[src/rtl/jump_eval_pkg.sv]
package jump_eval_pkg;

  localparam int COND_W = 4;

  typedef enum logic [COND_W-1:0] {
    CC_ALWAYS = 4'h0,
    CC_NE     = 4'h1,
    CC_EQ     = 4'h2,
    CC_UGT    = 4'h3,
    CC_UGE    = 4'h4,
    CC_SGT    = 4'hC,
    CC_SGE    = 4'hD
  } cond_e;

  typedef struct packed {
    logic eq;
    logic ugt;
    logic sgt;
  } cmp_flags_t;

endpackage

[src/rtl/jump_operand_sel.sv]
module jump_operand_sel #(
  parameter int DATA_W = 32,
  parameter int IMM_W  = 16
) (
  input  logic              form_imm,
  input  logic [DATA_W-1:0] reg_val,
  input  logic [IMM_W-1:0]  imm_val,
  output logic [DATA_W-1:0] opnd_b
);
  localparam int EXT_W = DATA_W - IMM_W;

  logic [DATA_W-1:0] imm_ext;

  generate
    if (EXT_W > 0) begin : g_ext
      assign imm_ext = {{EXT_W{imm_val[IMM_W-1]}}, imm_val};
    end else begin : g_noext
      assign imm_ext = imm_val[DATA_W-1:0];
    end
  endgenerate

  assign opnd_b = form_imm ? imm_ext : reg_val;

endmodule

[src/rtl/jump_compare.sv]
module jump_compare
  import jump_eval_pkg::*;
#(
  parameter int DATA_W = 32
) (
  input  logic [DATA_W-1:0] a,
  input  logic [DATA_W-1:0] b,
  output cmp_flags_t        flags
);
  localparam int MSB = DATA_W - 1;

  logic equal, u_less, u_great, sign_split;

  always_comb begin
    equal      = (a == b);
    u_less     = (a < b);
    u_great    = !u_less && !equal;
    sign_split = a[MSB] ^ b[MSB];
    flags.eq   = equal;
    flags.ugt  = u_great;
    // differing signs: the non-negative one is larger
    flags.sgt  = sign_split ? !a[MSB] : u_great;
  end

endmodule

[src/rtl/jump_cond_decode.sv]
module jump_cond_decode
  import jump_eval_pkg::*;
(
  input  logic [COND_W-1:0] code,
  input  cmp_flags_t        flags,
  output logic              take,
  output logic              bad
);
  always_comb begin
    take = 1'b0;
    bad  = 1'b0;
    case (code)
      CC_ALWAYS: take = 1'b1;
      CC_NE:     take = !flags.eq;
      CC_EQ:     take = flags.eq;
      CC_UGT:    take = flags.ugt;
      CC_UGE:    take = flags.ugt | flags.eq;
      CC_SGT:    take = flags.sgt;
      CC_SGE:    take = flags.sgt | flags.eq;
      default:   bad  = 1'b1;
    endcase
  end
endmodule

[src/rtl/jump_eval_top.sv]
module jump_eval_top
  import jump_eval_pkg::*;
#(
  parameter int DATA_W   = 32,
  parameter int IMM_W    = 16,
  parameter int PTR_W    = 32,
  parameter int PTR_STEP = 1
) (
  input  logic              clk,
  input  logic              rst,
  input  logic              in_valid,
  input  logic              form_imm,
  input  logic [3:0]        cond_code,
  input  logic [DATA_W-1:0] opnd_a,
  input  logic [DATA_W-1:0] opnd_b_reg,
  input  logic [IMM_W-1:0]  imm_field,
  input  logic [PTR_W-1:0]  cur_ptr,
  input  logic [PTR_W-1:0]  target_ptr,
  output logic              out_valid,
  output logic              out_taken,
  output logic              out_bad_cond,
  output logic [PTR_W-1:0]  out_next_ptr
);
  localparam logic [PTR_W-1:0] STEP = PTR_W'(PTR_STEP);

  logic [DATA_W-1:0] opnd_b;
  cmp_flags_t        flags;
  logic              take_c, bad_c;
  logic [PTR_W-1:0]  seq_ptr, next_c;

  jump_operand_sel #(.DATA_W(DATA_W), .IMM_W(IMM_W)) u_sel (
    .form_imm (form_imm),
    .reg_val  (opnd_b_reg),
    .imm_val  (imm_field),
    .opnd_b   (opnd_b)
  );

  jump_compare #(.DATA_W(DATA_W)) u_cmp (
    .a     (opnd_a),
    .b     (opnd_b),
    .flags (flags)
  );

  jump_cond_decode u_dec (
    .code  (cond_code),
    .flags (flags),
    .take  (take_c),
    .bad   (bad_c)
  );

  assign seq_ptr = cur_ptr + STEP;
  assign next_c  = take_c ? target_ptr : seq_ptr;

  always_ff @(posedge clk) begin
    if (rst) begin
      out_valid    <= 1'b0;
      out_taken    <= 1'b0;
      out_bad_cond <= 1'b0;
      out_next_ptr <= '0;
    end else begin
      out_valid <= in_valid;
      if (in_valid) begin
        out_taken    <= take_c;
        out_bad_cond <= bad_c;
        out_next_ptr <= next_c;
      end
    end
  end

endmodule

[config.mk]
export PLATFORM = sky130hd
export DESIGN_NAME = jump_eval_top
export DESIGN_NICKNAME = d
export VERILOG_FILES = /design/src/rtl/jump_eval_pkg.sv /design/src/rtl/jump_operand_sel.sv /design/src/rtl/jump_compare.sv /design/src/rtl/jump_cond_decode.sv /design/src/rtl/jump_eval_top.sv
export SDC_FILE = /design/constraint.sdc
export NUM_CORES = 1
export LEC_CHECK = 0
export BUFFER_PORTS_ARGS = -buffer_cell sky130_fd_sc_hd__buf_2
export CAP_MARGIN = 20
export CORE_AREA = 10 10 94 129
export DETAILED_ROUTE_END_ITERATION = 7
export DIE_AREA = 0 0 104 139
export GPL_TIMING_DRIVEN = 0
export PLACE_DENSITY = 0.63
export SYNTH_ARGS = -nofsm -noshare
export SYNTH_HDL_FRONTEND = slang
export SYNTH_SLANG_ARGS = --single-unit
[constraint.sdc]
create_clock -name clk -period 8.4 [get_ports clk]
set_input_delay 1.68 -clock clk [delete_from_list [all_inputs] [get_ports clk]]
set_output_delay 1.68 -clock clk [all_outputs]
set_load 0.01 [all_outputs]
==> run metrics <==
run status=complete, no violations; hold_buf cts=0; area share of xor/xnor cells in the synthesized design=8.09%; RSZ-0062 raised after global routing=false; critical path's slowest cell=mux2i_1; Leak=~2.1 nW; Synth Warn #=0; synth unique cells=44; antenna violations before repair=0; Worst setup SP type=input pin; Crit path required time=8540 ps; final wirelength=12.9 mm; switching share of total power=33.0%; commonest non-fill, non-tap cells in the layout=buf_2, nand2_1, nand4_1, nand3_1, dfxtp_1; Max Freq=0.193 GHz; Hold Path End=out_bad_cond; gr usage total=approximately 17%; Final period util=61.7%; reg-to-reg critical path endpoint=out_next_ptr[0]; data arrival time of the worst path=approximately 5300 ps; deepest clock path buffer count=2; global route overflow=0; flop2flop setup slack=7720 ps; Power, Total=approximately 560 uW; Reg-to-Reg Start=out_next_ptr[0]; die span in x=104 um; largest family of logic cells by synthesized area=simple AND/OR/NAND/NOR gates; TNS Setup=0 ps; Max Used Layer=met4; worst hold slack=approximately 470 ps; sequential share of the synthesized area=a little over a fifth; Net Switching=~180 uW; slew of the pin with the lowest slew margin=712 ps; Placeable Area=9790 um2; top_reg_cell synth=dfxtp_1; Reg area=701 um2; Iter 0 DRT Violations=136; CP peak stage delay=~450 ps; fin. max-slew vios=0; Syn Nets=610; max cap viols=0; Design Area, Final=4470 um2; CTS clk-pin slew, worst paths=around 50 ps; crit-path cells=clkbuf_1 -> and2_1 -> clkbuf_1 -> clkbuf_1 -> a21oi_1 -> ha_1 -> nand4_1 -> nor4_1 -> nand4_1 -> mux2i_1 -> inv_2 -> nor2_1 -> buf_2 -> o311ai_1; clock sink total=35; area of the multi-input gates=~2400 um2; Final min period=5180 ps; drc violations=0; WP buf/inv=5; Hold Startpoint=out_bad_cond; first-pass GRT wire length=20.8 mm; Setup crit end kind=flop; most used cell, CP=clkbuf_1; CTS resizes=0; Comb pwr share=33.6%; cell family with most CP delay=buffers and inverters; share of cells above drive strength 1=32.6%; Initial Util=~33%; Hold WC Path Type=reg2reg; EDFF count, synth=0; Synth Cell Area=3250 um2; H-tree levels=2; Synth Area in Adders=between 10% and 20%; # fillers=~1100; clock share of power=around 33%; power per cell area=125 nW/um2; Hold Path Depth=2; simple-gate area share of the yosys netlist=between 20% and 30%; site row count=43; placed wire-length estimate=11.2 mm; first-pass iteration count of the detailed router=4; routability-driven placement congestion ratio=just under 0.9; Final Hold Vio Count=0; vias per inst=5.35; worst vdd ir=roughly 0.00010 V; Mapped Avg Cell Area=7.64 um2; vias in the first global route=4234; CTS Buf Count=5; wire per inst=17.1 um; multiplexer share of the synthesized area=approximately 5.0%; Worst-Skew Late Latency=around 280 ps; M1 WL=about 5.0 mm; compound-cell area share of the yosys netlist=18.7%; internal power=374 uW; Slew Limit Headroom=52.5%; DR WL met2=6.45 mm; Die ar.=roughly 14000 um2; metal3 WL=1.15 mm; final net count=801; Placed Area=4340 um2; fin util=45.7%; post-CTS setup buffer count=0; commonest non-fill, non-tap cell in the layout=buf_2; largest net degree at the start of global routing=11; Port Buf Inserts=184; CTS Root Cell=clkbuf_16; # diodes=0; Post-Syn Instances=425; Layout Area Growth over Synthesis=37.8%; final count of negative-setup-slack endpoints=0; Top Ports=187; critical-path maximum fanout=10; CTS tree=built; Die Height=between 100 and 150 um; Crit Path Category=in2reg; Reg2Reg Depth=3; DRT antenna net count=0; Reg power frac=33.8%; Vias=approximately 4000; async set-or-reset flop fraction in the synthesized netlist=0%; Yosys reg bits=35; Layout Skew=0 ps
cells in the mapped netlist, drive strengths merged (2+ instances only):
cell type | instances | area share [%]
o311ai | 26 | 7.0
and2 | 3 | 0.58
o21ai | 8 | 1.2
buf | 8 | 1.2
nor3 | 6 | 0.92
ha | 33 | 13
nor2 | 15 | 1.7
dfxtp | 35 | 22
and4 | 3 | 0.81
mux2i | 15 | 4.6
o221ai | 4 | 1.1
clkbuf | 24 | 2.8
a211oi | 4 | 0.92
nand4 | 46 | 8.9
and3 | 8 | 1.5
o211ai | 2 | 0.46
nor4 | 3 | 0.77
a21oi | 32 | 4.9
xor2 | 11 | 3.0
nor2b | 3 | 0.58
inv | 8 | 0.92
o31ai | 2 | 0.46
nand3 | 42 | 6.5
xnor2 | 19 | 5.1
nand2 | 49 | 5.7
or4 | 2 | 0.46
layer usage:
metal	GRT usage, %	vias up
met5	0	-
met4	5.66	0
met3	5.72	20
met2	31.5	177
met1	17.5	1805
li1	-	2019
flip-flops by register name, indices dropped and copies added, names as in the netlist:
name / count
out_bad_cond: 1
out_next_ptr: 32
out_valid: 1
out_taken: 1
layout make-up:
type,count,area share (%)
clock inverters,1,0.112
flip-flops and latches,35,15.7
multi-input cells,349,53.3
plain buffers,32,2.85
inverters,9,0.755
well taps,135,3.78
clock buffers,7,2.96
repair buffers,184,20.6
stage by stage:
stage	setup WS, ps	std cells
finish	3220	752
global route	2890	752
CTS	3120	752
detailed placement	2840	744
global placement	2950	744
floorplan	3850	425
how the worst max path moves through the flow:
| stage | start | end | slack [ps] | depth (start not counted) |
|---|---|---|---|---|
| floorplan | form_imm | out_next_ptr[28] | 3850 | 13 |
| global placement | form_imm | out_next_ptr[15] | 2950 | 14 |
| detailed placement | form_imm | out_next_ptr[16] | 2840 | 14 |
| CTS | form_imm | out_next_ptr[16] | 3120 | 14 |
| global route | form_imm | out_next_ptr[12] | 2890 | 14 |
| finish | form_imm | out_next_ptr[16] | 3220 | 14 |
power by group through the flow:
stage / clock network [mW] / registers (mW) / logic [mW]
after floorplan: 0 / 0.199 / 0.0948
after global placement: 0 / 0.192 / 0.185
after detailed placement: 0 / 0.192 / 0.188
after CTS: 0.183 / 0.189 / 0.189
after global routing: 0.190 / 0.191 / 0.211
final: 0.182 / 0.188 / 0.187
cells by family after synthesis:
kind of cell | after synthesis
XOR/XNOR | 30
buffers and inverters | 41
AO/OA/AOI/OAI | 87
adder cells (fa/ha/maj) | 33
AND/OR/NAND/NOR | 183
multiplexers | 16
flip-flops | 35
worst reg2reg max path, cell delays in order (launching register included):
cell	delay [ps]
dfxtp_1	320
nor2_1	40
nor2_1	100
o311a_1	170
Power figures use the tool's default switching activity.
